--- src/rtl/irq_pkg.sv ---
package irq_pkg;
  typedef logic [3:0] level_t;
  typedef logic [2:0] prio_t;

  // Candidate replaces the current best when priority is at least as high;
  // scanning from the top index down makes the lowest index win ties.
  function automatic logic prio_beats(input prio_t cand, input prio_t best, input logic have);
    return !have || (cand >= best);
  endfunction

  function automatic logic [7:0] pack_sr(input level_t lvl);
    return {4'b0000, lvl};
  endfunction

  function automatic logic above_level(input prio_t p, input level_t lvl);
    return {1'b0, p} > lvl;
  endfunction
endpackage

--- src/rtl/irq_edge_det.sv ---
module irq_edge_det #(
  parameter int NUM_EXT = 2
) (
  input  logic               clk,
  input  logic               rst_n,
  input  logic [NUM_EXT-1:0] pin,
  input  logic [NUM_EXT-1:0] fall_sel,
  output logic [NUM_EXT-1:0] edge_evt
);
  logic [NUM_EXT-1:0] pin_q;

  always_ff @(posedge clk or negedge rst_n) begin
    if (!rst_n) pin_q <= '0;
    else        pin_q <= pin;
  end

  for (genvar i = 0; i < NUM_EXT; i++) begin : g_pin
    logic rise_w, fall_w;
    assign rise_w = pin[i] & ~pin_q[i];
    assign fall_w = ~pin[i] & pin_q[i];
    assign edge_evt[i] = fall_sel[i] ? fall_w : rise_w;
  end

  assert_polarity_R7: assert property (@(posedge clk) disable iff (!rst_n)
    (edge_evt[0] && !fall_sel[0]) |-> (pin[0] && !pin_q[0]));
endmodule

--- src/rtl/irq_flag_bank.sv ---
module irq_flag_bank #(
  parameter int              NUM_SRC   = 8,
  parameter logic [NUM_SRC-1:0] IMPL_MASK = 8'hBF
) (
  input  logic               clk,
  input  logic               rst_n,
  input  logic               cycle_start,
  input  logic [NUM_SRC-1:0] events,
  input  logic [NUM_SRC-1:0] flag_clr,
  output logic [NUM_SRC-1:0] flags
);
  logic [NUM_SRC-1:0] ev_hold;
  logic [NUM_SRC-1:0] ev_all;

  assign ev_all = (ev_hold | events) & IMPL_MASK;

  always_ff @(posedge clk or negedge rst_n) begin
    if (!rst_n) begin
      ev_hold <= '0;
      flags   <= '0;
    end else begin
      if (cycle_start) begin
        ev_hold <= '0;
        flags   <= (flags & ~flag_clr) | ev_all;
      end else begin
        ev_hold <= ev_all;
        flags   <= flags & ~flag_clr;
      end
    end
  end

  assert_no_autoclear_R8: assert property (@(posedge clk) disable iff (!rst_n)
    (flag_clr == '0) |=> ((flags & $past(flags)) == $past(flags)));
  assert_strobe_only_R1: assert property (@(posedge clk) disable iff (!rst_n)
    !cycle_start |=> ((flags & ~$past(flags)) == '0));
  assert_unimpl_zero_R9: assert property (@(posedge clk) disable iff (!rst_n)
    (flags & ~IMPL_MASK) == '0);
endmodule

--- src/rtl/irq_arbiter.sv ---
module irq_arbiter
  import irq_pkg::*;
#(
  parameter int NUM_SRC = 8,
  localparam int ID_W   = $clog2(NUM_SRC)
) (
  input  logic                 clk,
  input  logic                 rst_n,
  input  logic [NUM_SRC-1:0]   flags,
  input  logic [NUM_SRC-1:0]   enable,
  input  logic [3*NUM_SRC-1:0] prio_cfg,
  output logic                 best_valid,
  output logic [ID_W-1:0]      best_id,
  output prio_t                best_prio
);
  logic [NUM_SRC-1:0] live;
  assign live = flags & enable;

  always_comb begin
    best_valid = 1'b0;
    best_id    = '0;
    best_prio  = '0;
    for (int i = NUM_SRC - 1; i >= 0; i--) begin
      if (live[i] && prio_beats(prio_t'(prio_cfg[3*i +: 3]), best_prio, best_valid)) begin
        best_valid = 1'b1;
        best_id    = ID_W'(i);
        best_prio  = prio_t'(prio_cfg[3*i +: 3]);
      end
    end
  end

  assert_winner_enabled_R2: assert property (@(posedge clk) disable iff (!rst_n)
    best_valid |-> (flags[best_id] && enable[best_id]));
  assert_tie_low_index_R11: assert property (@(posedge clk) disable iff (!rst_n)
    (best_valid && best_id != '0 && live[0]) |-> (prio_t'(prio_cfg[2:0]) < best_prio));
endmodule

--- src/rtl/prio_irq_ctrl.sv ---
module prio_irq_ctrl
  import irq_pkg::*;
#(
  parameter int                 NUM_SRC   = 8,
  parameter int                 NUM_EXT   = 2,
  parameter int                 PC_W      = 16,
  parameter int                 DEPTH_W   = 4,
  parameter logic [NUM_SRC-1:0] IMPL_MASK = 8'hBF,
  localparam int                ID_W      = $clog2(NUM_SRC)
) (
  input  logic                 clk,
  input  logic                 rst_n,
  input  logic                 cycle_start,
  input  logic [NUM_SRC-1:0]   periph_req,
  input  logic [NUM_EXT-1:0]   ext_pin,
  input  logic [NUM_EXT-1:0]   ext_fall,
  input  logic [NUM_SRC-1:0]   flag_clr,
  input  logic [NUM_SRC-1:0]   enable,
  input  logic [3*NUM_SRC-1:0] prio_cfg,
  input  logic                 nest_dis,
  input  logic                 take,
  input  logic [PC_W-1:0]      pc_in,
  input  logic                 ret,
  input  logic [7:0]           pop_sr,
  output logic                 irq_req,
  output logic [ID_W-1:0]      irq_id,
  output logic [2:0]           irq_prio,
  output logic                 push_en,
  output logic [PC_W-1:0]      push_pc,
  output logic [7:0]           push_sr,
  output logic [3:0]           cur_level,
  output logic                 wake,
  output logic [NUM_SRC-1:0]   flags
);
  logic [NUM_EXT-1:0] ext_evt;
  logic [NUM_SRC-1:0] src_evt;
  logic               best_valid;
  prio_t              best_prio;
  logic [DEPTH_W-1:0] depth;
  logic               handler_active;
  logic               entry_fire;
  logic               nest_block;

  irq_edge_det #(.NUM_EXT(NUM_EXT)) u_edge (
    .clk(clk), .rst_n(rst_n), .pin(ext_pin), .fall_sel(ext_fall), .edge_evt(ext_evt)
  );

  for (genvar i = 0; i < NUM_SRC; i++) begin : g_src
    if (i < NUM_EXT) begin : g_ext
      assign src_evt[i] = ext_evt[i];
    end else begin : g_per
      assign src_evt[i] = periph_req[i];
    end
  end

  irq_flag_bank #(.NUM_SRC(NUM_SRC), .IMPL_MASK(IMPL_MASK)) u_flags (
    .clk(clk), .rst_n(rst_n), .cycle_start(cycle_start),
    .events(src_evt), .flag_clr(flag_clr), .flags(flags)
  );

  irq_arbiter #(.NUM_SRC(NUM_SRC)) u_arb (
    .clk(clk), .rst_n(rst_n), .flags(flags), .enable(enable), .prio_cfg(prio_cfg),
    .best_valid(best_valid), .best_id(irq_id), .best_prio(best_prio)
  );

  assign handler_active = (depth != '0);
  assign nest_block     = nest_dis && handler_active;
  assign irq_prio       = best_prio;
  assign irq_req        = best_valid && above_level(best_prio, cur_level) && !nest_block;
  assign wake           = |(flags & enable);
  assign entry_fire     = take && irq_req && !ret;
  assign push_en        = entry_fire;
  assign push_pc        = pc_in;
  assign push_sr        = pack_sr(cur_level);

  always_ff @(posedge clk or negedge rst_n) begin
    if (!rst_n) begin
      cur_level <= '0;
      depth     <= '0;
    end else if (ret) begin
      cur_level <= pop_sr[3:0];
      if (handler_active) depth <= depth - 1'b1;
    end else if (entry_fire) begin
      cur_level <= {1'b0, best_prio};
      if (depth != '1) depth <= depth + 1'b1;
    end
  end

  assert_above_level_R3: assert property (@(posedge clk) disable iff (!rst_n)
    irq_req |-> ({1'b0, irq_prio} > cur_level));
  assert_entry_level_R4: assert property (@(posedge clk) disable iff (!rst_n)
    push_en |=> (cur_level == {1'b0, $past(irq_prio)}));
  assert_return_level_R5: assert property (@(posedge clk) disable iff (!rst_n)
    ret |=> (cur_level == $past(pop_sr[3:0])));
  assert_bit3_clear_R6: assert property (@(posedge clk) disable iff (!rst_n)
    push_en |=> !cur_level[3]);
  assert_no_preempt_R10: assert property (@(posedge clk) disable iff (!rst_n)
    (nest_dis && depth != '0) |-> !irq_req);
  assert_wake_gated_R12: assert property (@(posedge clk) disable iff (!rst_n)
    irq_req |-> wake);
endmodule

--- config.mk ---
export PLATFORM = sky130hd
export DESIGN_NAME = prio_irq_ctrl
export DESIGN_NICKNAME = d
export VERILOG_FILES = /design/src/rtl/irq_pkg.sv /design/src/rtl/irq_edge_det.sv /design/src/rtl/irq_flag_bank.sv /design/src/rtl/irq_arbiter.sv /design/src/rtl/prio_irq_ctrl.sv
export SDC_FILE = /design/constraint.sdc
export NUM_CORES = 1
export LEC_CHECK = 0
export ABC_CLOCK_PERIOD_IN_PS = 18200
export BUFFER_PORTS_ARGS = -buffer_cell sky130_fd_sc_hd__buf_2
export CAP_MARGIN = 10
export CORE_MARGIN = 3
export CORE_UTILIZATION = 40
export DETAILED_ROUTE_END_ITERATION = 8
export GPL_TIMING_DRIVEN = 0
export HOLD_SLACK_MARGIN = 0.15
export PLACE_DENSITY = 0.77
export SLEW_MARGIN = 5
export SYNTH_ARGS = -nofsm -noshare
export SYNTH_HDL_FRONTEND = slang
export SYNTH_SLANG_ARGS = --single-unit
--- constraint.sdc ---
create_clock -name clk -period 18.2 [get_ports clk]
set_input_delay 0.91 -clock clk [delete_from_list [all_inputs] [get_ports clk]]
set_output_delay 0.91 -clock clk [all_outputs]
set_load 0.005 [all_outputs]
# Word level (Yosys, flattened, before mapping)
# Index checks and enable logic that the tools add are counted.
[op_classes]
add_sub_neg = 2
magnitude_cmp = 8
n_eq_ne = 2
muxes = 34
bitwise = 13
n_reduce_logical = 33
[ops]
columns = ["cell", "n"]
rows = [
  ["3-bit 2-to-1 mux", 16],
  ["4-bit 2-to-1 mux", 6],
  ["3-bit >= comparator", 7],
  ["8-bit bitwise AND", 2],
  ["8-bit 2-to-1 mux", 2],
  ["8-bit bitwise OR", 2],
  ["1-bit logical AND", 12],
  ["1-bit 2-to-1 mux", 10],
  ["1-bit zero test", 9],
  ["8-bit inverter", 1],
  ["8-bit OR reduction", 1],
  ["1-bit logical OR", 7],
  ["4-bit by 1-bit adder with 4-bit output (second input constant)", 1],
  ["1-bit bitwise AND", 4],
  ["3-bit by 4-bit > comparator with 1-bit output", 1],
  ["4-bit != test (second input constant)", 1],
  ["1-bit inverter", 4],
  ["2-bit nonzero test", 2],
  ["4-bit nonzero test", 1],
  ["4-bit by 1-bit subtractor with 4-bit output (second input constant)", 1],
  ["3-bit AND reduction", 1],
  ["2-bit by 1-bit != test with 1-bit output (second input constant)", 1],
]
[totals]
register_bits = 26
inputBits = 82
output_inout_bits = 45
elab_cells = 97

# Depth between registers and ports, before layout
# Gate-level depths: netlist (run 1).
[depth]
depth_word = 37
mapped_depth = 57
mapped_depth_nobuf = 55

# Cells and area by module
# From an unflattened synthesis (run 1), not the netlist that was laid out.
[unflattened]
cells_unflattened = 305
area_unflattened_um2 = 2687.6
[by_module_without_submodules]
columns = ["mod", "n_inst", "cells_per_inst", "area_each_um2", "seq_area_each_um2"]
rows = [
  ["irq_arbiter", 1, 151, 1183.6, 0.0],
  ["prio_irq_ctrl", 1, 94, 848.3, 200.2],
  ["irq_flag_bank", 1, 52, 564.3, 375.4],
  ["irq_edge_det", 1, 8, 91.3, 50.0],
]

# Worst setup path after synthesis (run 1)
# OpenSTA, ideal clock, no wires.
[synth_timing]
path_kind = "input -> output"
from = "input enable[7]"
to = "output push_en"
arrival_ns = 10.889
t_required_ns = 17.290
path_slack_ns = 6.401
path_stages = 51
n_path_buf = 1
cell_sequence = "and3_1 > ha_1 > nand2b_4 > a2111oi_4 > nor2_1 > a22o_1 > ha_1 > or3b_1 > a211o_1 > and2b_4 > a221oi_2 > nor2_1 > ha_1 > nand2b_1 > a21oi_1 > o21ai_1 > nand2_1 > o31ai_1 > [15 not listed] > and3_1 > o21a_1 > and3_1 > a221o_2 > mux2i_1 > ha_1 > nand2b_1 > a21oi_1 > nor2b_1 > o311ai_1 > nor2_1 > a31oi_1 > ha_1 > nor2b_1 > o21ai_0 > nand2b_1 > o2111a_1 > and3_1"
[synth_via]
elab_chain_len = 35
word_cells_on_any_way = 50
classes_between = "order compare: 8; mux: 16; bitwise: 1; reduce/logical: 25"
[synth_rtl]
columns = ["item", "line", "text"]
rows = [
  ["start: declaration", "prio_irq_ctrl.sv:18", "input logic [NUM_SRC-1:0] enable,"],
  ["8-bit bitwise AND *", "irq_arbiter.sv:17", "assign live = flags & enable;"],
  ["3-bit 2-to-1 mux / 1-bit 2-to-1 mux (equally long branches)", "irq_arbiter.sv:24", "if (live[i] && prio_beats(prio_t'(prio_cfg[3*i +: 3]), best_prio, best_valid)) begin"],
  ["3-bit >= comparator / 1-bit zero test (equally long branches)", "irq_pkg.sv:8", "return !have || (cand >= best);"],
  ["1-bit logical OR", "irq_pkg.sv:8", ""],
  ["1-bit logical AND", "irq_arbiter.sv:24", ""],
  ["3-bit 2-to-1 mux / 1-bit 2-to-1 mux (equally long branches)", "irq_arbiter.sv:24", ""],
  ["3-bit >= comparator / 1-bit zero test (equally long branches)", "irq_pkg.sv:8", ""],
  ["1-bit logical OR", "irq_pkg.sv:8", ""],
  ["[19 not listed]", "-", ""],
  ["1-bit logical OR", "irq_pkg.sv:8", ""],
  ["1-bit logical AND", "irq_arbiter.sv:24", ""],
  ["3-bit 2-to-1 mux *", "irq_arbiter.sv:24", ""],
  ["via irq_prio[1]", "prio_irq_ctrl.sv:27", "output logic [2:0] irq_prio,"],
  ["3-bit by 4-bit > comparator with 1-bit output *", "irq_pkg.sv:16", "return {1'b0, p} > lvl;"],
  ["1-bit logical AND * (2 in a row)", "prio_irq_ctrl.sv:69", "assign irq_req = best_valid && above_level(best_prio, cur_level) && !nest_block;"],
  ["via irq_req", "prio_irq_ctrl.sv:25", "output logic irq_req,"],
  ["1-bit logical AND * (2 in a row)", "prio_irq_ctrl.sv:71", "assign entry_fire = take && irq_req && !ret;"],
  ["end: declaration", "prio_irq_ctrl.sv:28", "output logic push_en,"],
]
# The timed path passes the listed nets; every way through them passes the cells marked *.

# Final worst setup path (run 1)
[layout_timing]
from = "input enable[7]"
to = "output push_en"
[layout_via]
elab_chain_len = 35
word_cells_on_any_way = 50
classes_between = "order compare: 8; mux: 16; bitwise: 1; reduce/logical: 25"
[layout_rtl]
columns = ["item", "line"]
rows = [
  ["8-bit bitwise AND *", "irq_arbiter.sv:17"],
  ["3-bit 2-to-1 mux / 1-bit 2-to-1 mux (equally long branches)", "irq_arbiter.sv:24"],
  ["3-bit >= comparator / 1-bit zero test (equally long branches)", "irq_pkg.sv:8"],
  ["1-bit logical OR", "irq_pkg.sv:8"],
  ["1-bit logical AND", "irq_arbiter.sv:24"],
  ["3-bit 2-to-1 mux / 1-bit 2-to-1 mux (equally long branches)", "irq_arbiter.sv:24"],
  ["3-bit >= comparator / 1-bit zero test (equally long branches)", "irq_pkg.sv:8"],
  ["1-bit logical OR", "irq_pkg.sv:8"],
  ["[17 not listed]", "-"],
  ["3-bit 2-to-1 mux / 1-bit 2-to-1 mux (equally long branches)", "irq_arbiter.sv:24"],
  ["3-bit >= comparator / 1-bit zero test (equally long branches)", "irq_pkg.sv:8"],
  ["1-bit logical OR", "irq_pkg.sv:8"],
  ["1-bit logical AND", "irq_arbiter.sv:24"],
  ["3-bit 2-to-1 mux", "irq_arbiter.sv:24"],
  ["3-bit by 4-bit > comparator with 1-bit output", "irq_pkg.sv:16"],
  ["1-bit logical AND * (2 in a row)", "prio_irq_ctrl.sv:69"],
  ["1-bit logical AND * (2 in a row)", "prio_irq_ctrl.sv:71"],
]
# Every way passes the cells marked *; elsewhere a longest branch is shown, timed or not.

==> out/qor.yml, run 1 <==
run_status:
  status: "completed"
floorplan:
  ios: 127
  die_w_um: 82.2
  fp.dieH_um: 82.2
  initial_utilization: 0.417
  core_um2: 5570
  rows: 27
  dieArea_um2: 6760
cts:
  cts_tree: "built"
  cts_max_path_buffers: 2
  cts_max_level: 1
  cts.repair.resized: 0
  clockRootBuffer: "clkbuf_8"
  cts_buffers: 3
  cts_hold_buffers: 0
  clkTransAtPathRegs_ns: 0.08
  numClockSinks: 25
  cts_setup_buffers: 0
  insertion_delay_ns: 0.26
global_routing:
  grt_pass1_wl_um: 9570
  grt_util_all_layers: 0.176
  grt_pass1_vias: 2239
  grt_start_max_net_pins: 26
  grt.overflow.total: 0
  antenna_found_initial: 0
synth:
  synth.distinct_cells: 57
  synth_area_leaders: "dfrtp_1 (27%), ha_1 (13%), buf_4 (7.8%)"
  netlist.area_leader.share: 0.269
  synth-seq-cells: 25
  yosysTopAreaCell: "dfrtp_1"
  async_flop_share: 1.00
  synth_edf_count: 0
  ys_warn_count: 0
  syn-cell-area_um2: 2320
  synthFlopType: "dfrtp_1"
  ys_seq_area_frac: 0.269
  netlist_instances: 267
  avgSynthCellArea_um2: 8.70
critical_path:
  cp_common_cell: "ha_1"
  cp_slowest_cell: "o311ai_1"
  path_class: "input port to output port"
  cp_slowest_stage_delay_ns: 0.87
  arrival_ns: 12.41
  cp_max_fo: 10
  start_kind: "input port"
  cp_data_required_time_ns: 17.29
  end_kind: "output port"
sta:
  tightest_slew_ns: 1.03
  slew_viol_final: 0
  rsz0062_at_grt: "no"
  finalHoldViolations: 0
  fin_crit_sh: 0.732
  slew_headroom: 0.303
  period_minus_slack_ns: 13.32
  setup_viol: 0
  max_freq_mhz: 75.1
  tns_ns: 0
  skew_ns: 0.00131
flow_run:
  max_cap_viol_count: 0
detailed_routing:
  ant_nets: 0
  vias_per_cell: 5.16
  dr_total_vias: 2290
  drcViolationCount: 0
  wire_per_inst_um: 13.2
  dr.first_iter.drc_count: 98
  drt_first_pass_iters: 5
  wirelength_um: 5850
hold_path:
  hold_class: "register to register"
power_and_ir_drop:
  vdd_ir_drop_max_v: 0.0000612
  fin_total_pwr_uw: 215
  leakagePower_uw: 0.00158
  powerDensity_nw_per_um2: 72.5
cells_and_area:
  stdcell_area_um2: 2960
  final_cell_mix: "buf_2 (100), inv_1 (25), ha_1 (25), dfrtp_1 (25), buf_4 (24)"
  synthToLayoutAreaGrowth_pct: 27.4
  fill_cells: 544
  layout.nets: 481
  layout_commonest_cell: "buf_2"
  n_antenna_cell: 0
  drive_gt1_frac: 0.382
placement:
  numPortBuffers: 98
  dp.final_hpwl_um: 4960
  place.gp.congestion: 0.898
  placed_area_um2: 2920
[cell usage after synthesis, types with 2 or more instances]
cell type,instances
dfrtp_1,25
buf_4,24
a31oi_1,4
o31ai_1,2
nand2_1,21
a222oi_1,2
a221oi_2,2
or2_2,2
o22ai_1,8
a211oi_1,2
buf_2,2
clkbuf_1,2
nor2_1,23
o311ai_1,4
ha_1,25
o21a_1,7
xnor2_1,4
nand3_1,6
nor2b_1,4
a21o_1,5
o21ai_0,5
mux2i_1,2
and2_1,3
nand2b_1,7
and3_1,6
mux2_2,3
a21oi_1,9
a22oi_1,4
inv_1,25
o311ai_0,2
[power breakdown]
part           total, µW  internal, µW  switching, µW
combinational        110          56.5           53.2
sequential          73.3          64.6           8.74
clock               31.8          15.6           16.1
total                215           137           78.0
[layout make-up]
class,count,area (µm²),area share
Clock buffer,4,45.0,0.0152
Tap cell,72,90.1,0.0304
Multi-Input combinational cell,192,1420,0.479
Inverter,25,93.8,0.0317
Buffer,28,198,0.0668
Timing Repair Buffer,98,490,0.166
Sequential cell,25,626,0.211
[routing by layer]
metal	global-route usage	vias to the layer above	routed length (µm)
met3	0.0195	6	351
met1	0.216	1067	2480
met2	0.321	74	2960
met4	0.0482	0	59
li1	-	1143	-
met5	0	-	0
[logic make-up after synthesis]
family	Yosys count	share of synthesized area
AND/OR/NAND/NOR	81	0.174
AO/OA/AOI/OAI	70	0.232
buffers and inverters	53	0.125
adder cells (fa/ha/maj)	26	0.143
flip-flops	25	0.269
multiplexers	7	0.0393
XOR/XNOR	4	0.0151
other	1	0.00161
[sequential cells by signal, indices dropped and copies added (netlist names)]
register / count
u_flags.flags: 8
u_flags.ev_hold: 7
cur_level: 4
depth: 4
u_edge.pin_q: 2
[critical path, delay by kind of cell]
family | cells | cell delay, ns
buffers and inverters | 4 | 0.67
multiplexers | 1 | 0.21
AND/OR/NAND/NOR | 18 | 2.71
AO/OA/AOI/OAI | 22 | 5.73
adder cells (fa/ha/maj) | 8 | 2.17
[path summary, 6_finish.rpt]
path                                     from                 end  slack [ns]  cells past startpoint
min reg2reg                u_flags.ev_hold[4]  u_flags.ev_hold[4]        0.48                      2
max in group asynchronous               rst_n    u_flags.flags[6]       17.18                      1
max                                 enable[7]             push_en        4.88                     53
min in group asynchronous               rst_n            depth[1]        0.64                      1
min                        u_flags.ev_hold[4]  u_flags.ev_hold[4]        0.48                      2
max reg2reg                  u_flags.flags[7]            depth[2]        5.50                     55
[through the flow]
stage               hold slack [ns]  utilization  worst slack [ns]  cells
finish                        0.484        0.531              4.88    444
global route                  0.513        0.531              3.89    444
CTS                           0.485        0.531              4.87    444
detailed placement            0.466        0.523              4.89    440
global placement              0.460        0.523              5.05    440
floorplan                     0.448            -              6.40    270
Note: power is estimated with default switching activity, not from simulation.
==> run 2, diff against run 1 <==
--- a/config.mk
+++ b/config.mk
@@ -5,7 +5,7 @@
 export SDC_FILE = /design/constraint.sdc
 export NUM_CORES = 1
 export LEC_CHECK = 0
-export ABC_CLOCK_PERIOD_IN_PS = 18200
+export ABC_CLOCK_PERIOD_IN_PS = 13000
 export BUFFER_PORTS_ARGS = -buffer_cell sky130_fd_sc_hd__buf_2
 export CAP_MARGIN = 10
 export CORE_MARGIN = 3
==> constraint.sdc (replaced) <==
create_clock -name clk -period 13 [get_ports clk]
set_input_delay 0.65 -clock clk [delete_from_list [all_inputs] [get_ports clk]]
set_output_delay 0.65 -clock clk [all_outputs]
set_load 0.005 [all_outputs]
==> run 2 against run 1 <==
Sequential cell count did not move. Non-clock buffer count unchanged. Register-to-register slack got worse by 4.6 ns. First-iteration DRC count up 10%. Sequential share of layout area is 0.20 points lower. Wire length grew 0.85%. Clock-buffer cell count unchanged. Final cell count unchanged. Clock power up 40%. Global-route usage unchanged. Critical path depth unchanged. Hold slack got worse by 0.11 ns. Largest power group unchanged.
==> out/qor.yml, run 2 (synthesized netlist as in run 1, its figures left out) <==
floorplan:
  die_w_um: 82.2
  dieArea_um2: 6760
  fp.dieH_um: 82.2
  initial_utilization: 0.417
  rows: 27
  ios: 127
  core_um2: 5570
critical_path:
  crit_path_end: "push_en"
  startpoint: "u_flags.flags[7]"
  timing.rr.end: "depth[2]"
  rrSetupSlack_ns: 0.94
  cp_slowest_cell: "o311ai_4"
  end_kind: "output port"
  arrival_ns: 11.60
  start_kind: "register"
  r2r_start: "u_flags.flags[7]"
  cp_data_required_time_ns: 12.35
  cp_common_cell: "ha_1"
  cp_slowest_stage_delay_ns: 0.43
  cp_max_fo: 10
  r2r_cells: 53
  path_class: "register to output port"
detailed_routing:
  drcViolationCount: 0
  dr.first_iter.drc_count: 108
  dr_total_vias: 2300
  wire_per_inst_um: 13.3
  drt_first_pass_iters: 4
  ant_nets: 0
  wirelength_um: 5900
  vias_per_cell: 5.18
cells_and_area:
  fill_cells: 543
  synthToLayoutAreaGrowth_pct: 28.6
  utilization: 0.536
  layout_commonest_cell: "buf_2"
  top_regs: "u_flags.flags: 8 flops, u_flags.ev_hold: 7 flops"
  final_cell_mix: "buf_2 (100), inv_1 (25), ha_1 (25), dfrtp_1 (25), buf_4 (24)"
  largest_reg_flops: 8
  layout.nets: 481
  stdcell_count: 444
  drive_gt1_frac: 0.390
  register_area_um2: 626
  stdcell_area_um2: 2990
  top_register: "u_flags.flags"
  n_antenna_cell: 0
  multiInputGateArea_um2: 1450
cts:
  cts_setup_buffers: 0
  clockRootBuffer: "clkbuf_8"
  clkTransAtPathRegs_ns: 0.08
  cts_max_path_buffers: 2
  insertion_delay_ns: 0.26
  cts_max_level: 1
  cts_tree: "built"
  cts_buffers: 3
  numClockSinks: 25
power_and_ir_drop:
  powerDensity_nw_per_um2: 102
  leakagePower_uw: 0.00158
  vdd_ir_drop_max_v: 0.0000862
  fin_total_pwr_uw: 304
sta:
  tightest_slew_ns: 0.575
  tns_ns: 0
  finalHoldViolations: 0
  skew_ns: 0.00152
  period_minus_slack_ns: 12.25
  slew_viol_final: 0
  fin_crit_sh: 0.942
  setup_viol: 0
  rsz0062_at_grt: "no"
  max_freq_mhz: 81.6
  slew_headroom: 0.616
placement:
  numPortBuffers: 98
  place.gp.congestion: 0.898
  dp.final_hpwl_um: 4960
  placed_area_um2: 2920
  place_inst: 440
global_routing:
  grt_util_all_layers: 0.176
  grt_pass1_vias: 2239
  grt_pass1_wl_um: 9570
  antenna_found_initial: 0
  grt_start_max_net_pins: 26
  grt.overflow.total: 0
hold_path:
  hold_class: "input port to async pin"
run_status:
  status: "completed"
flow_run:
  max_cap_viol_count: 0
[run 2: cell counts in the layout (fill, tap and decap cells not counted)]
Identical to the previous run, type by type.
[run 2: how the worst min path moves through the flow]
| stage | startpoint | end | slack, ns | depth (start not counted) |
|---|---|---|---|---|
| after detailed placement | u_flags.ev_hold[4] | u_flags.ev_hold[4] | 0.47 | 2 |
| after floorplan | rst_n | cur_level[0] | 0.35 | 0 |
| final | rst_n | depth[1] | 0.37 | 1 |
| after global routing | rst_n | depth[0] | 0.40 | 1 |
| after global placement | u_flags.ev_hold[4] | u_flags.ev_hold[4] | 0.46 | 2 |
| after CTS | rst_n | depth[1] | 0.39 | 1 |
[run 2: metrics by stage]
step	hold WS (ns)	setup WS, ns
floorplan	0.354	1.56
global placement	0.460	0.251
detailed placement	0.466	0.0521
CTS	0.395	0.169
global route	0.404	0.0358
finish	0.375	0.752
[run 2: routing by layer]
| metal | vias to the layer above | GRT usage | wire length [µm] |
|---|---|---|---|
| met5 | - | 0 | 0 |
| li1 | 1142 | - | - |
| met4 | 0 | 0.0482 | 59 |
| met3 | 6 | 0.0195 | 380 |
| met1 | 1067 | 0.216 | 2430 |
| met2 | 85 | 0.321 | 3030 |
[run 2: what timing repair did]
action / in CTS / in global routing
gates resized for setup: 0 / 4
hold buffers: 0 / 0
setup endpoints to repair: 0 / 9
[run 2: report_power, final]
group	internal [µW]	total, µW	switching, µW
clock	21.9	44.5	22.7
combinational	80.1	157	76.8
sequential	90.4	103	12.4
total	192	304	112
[run 2: cell type report]
| class | count | area share |
|---|---|---|
| multi-input cells | 192 | 0.484 |
| flip-flops and latches | 25 | 0.209 |
| repair buffers | 98 | 0.164 |
| plain buffers | 28 | 0.0661 |
| inverters | 25 | 0.0314 |
| well taps | 72 | 0.0301 |
| clock buffers | 4 | 0.0151 |
[run 2: worst max-delay path: cells and delay by family, from the launching register on]
family / cells / cell delay [ns]
AOI/OAI and AO/OA: 22 / 5.23
and+or+nand+nor: 18 / 2.71
adders and majority gates: 8 / 2.09
buffers and inverters: 4 / 0.68
DFF: 1 / 0.38
muxes: 1 / 0.21
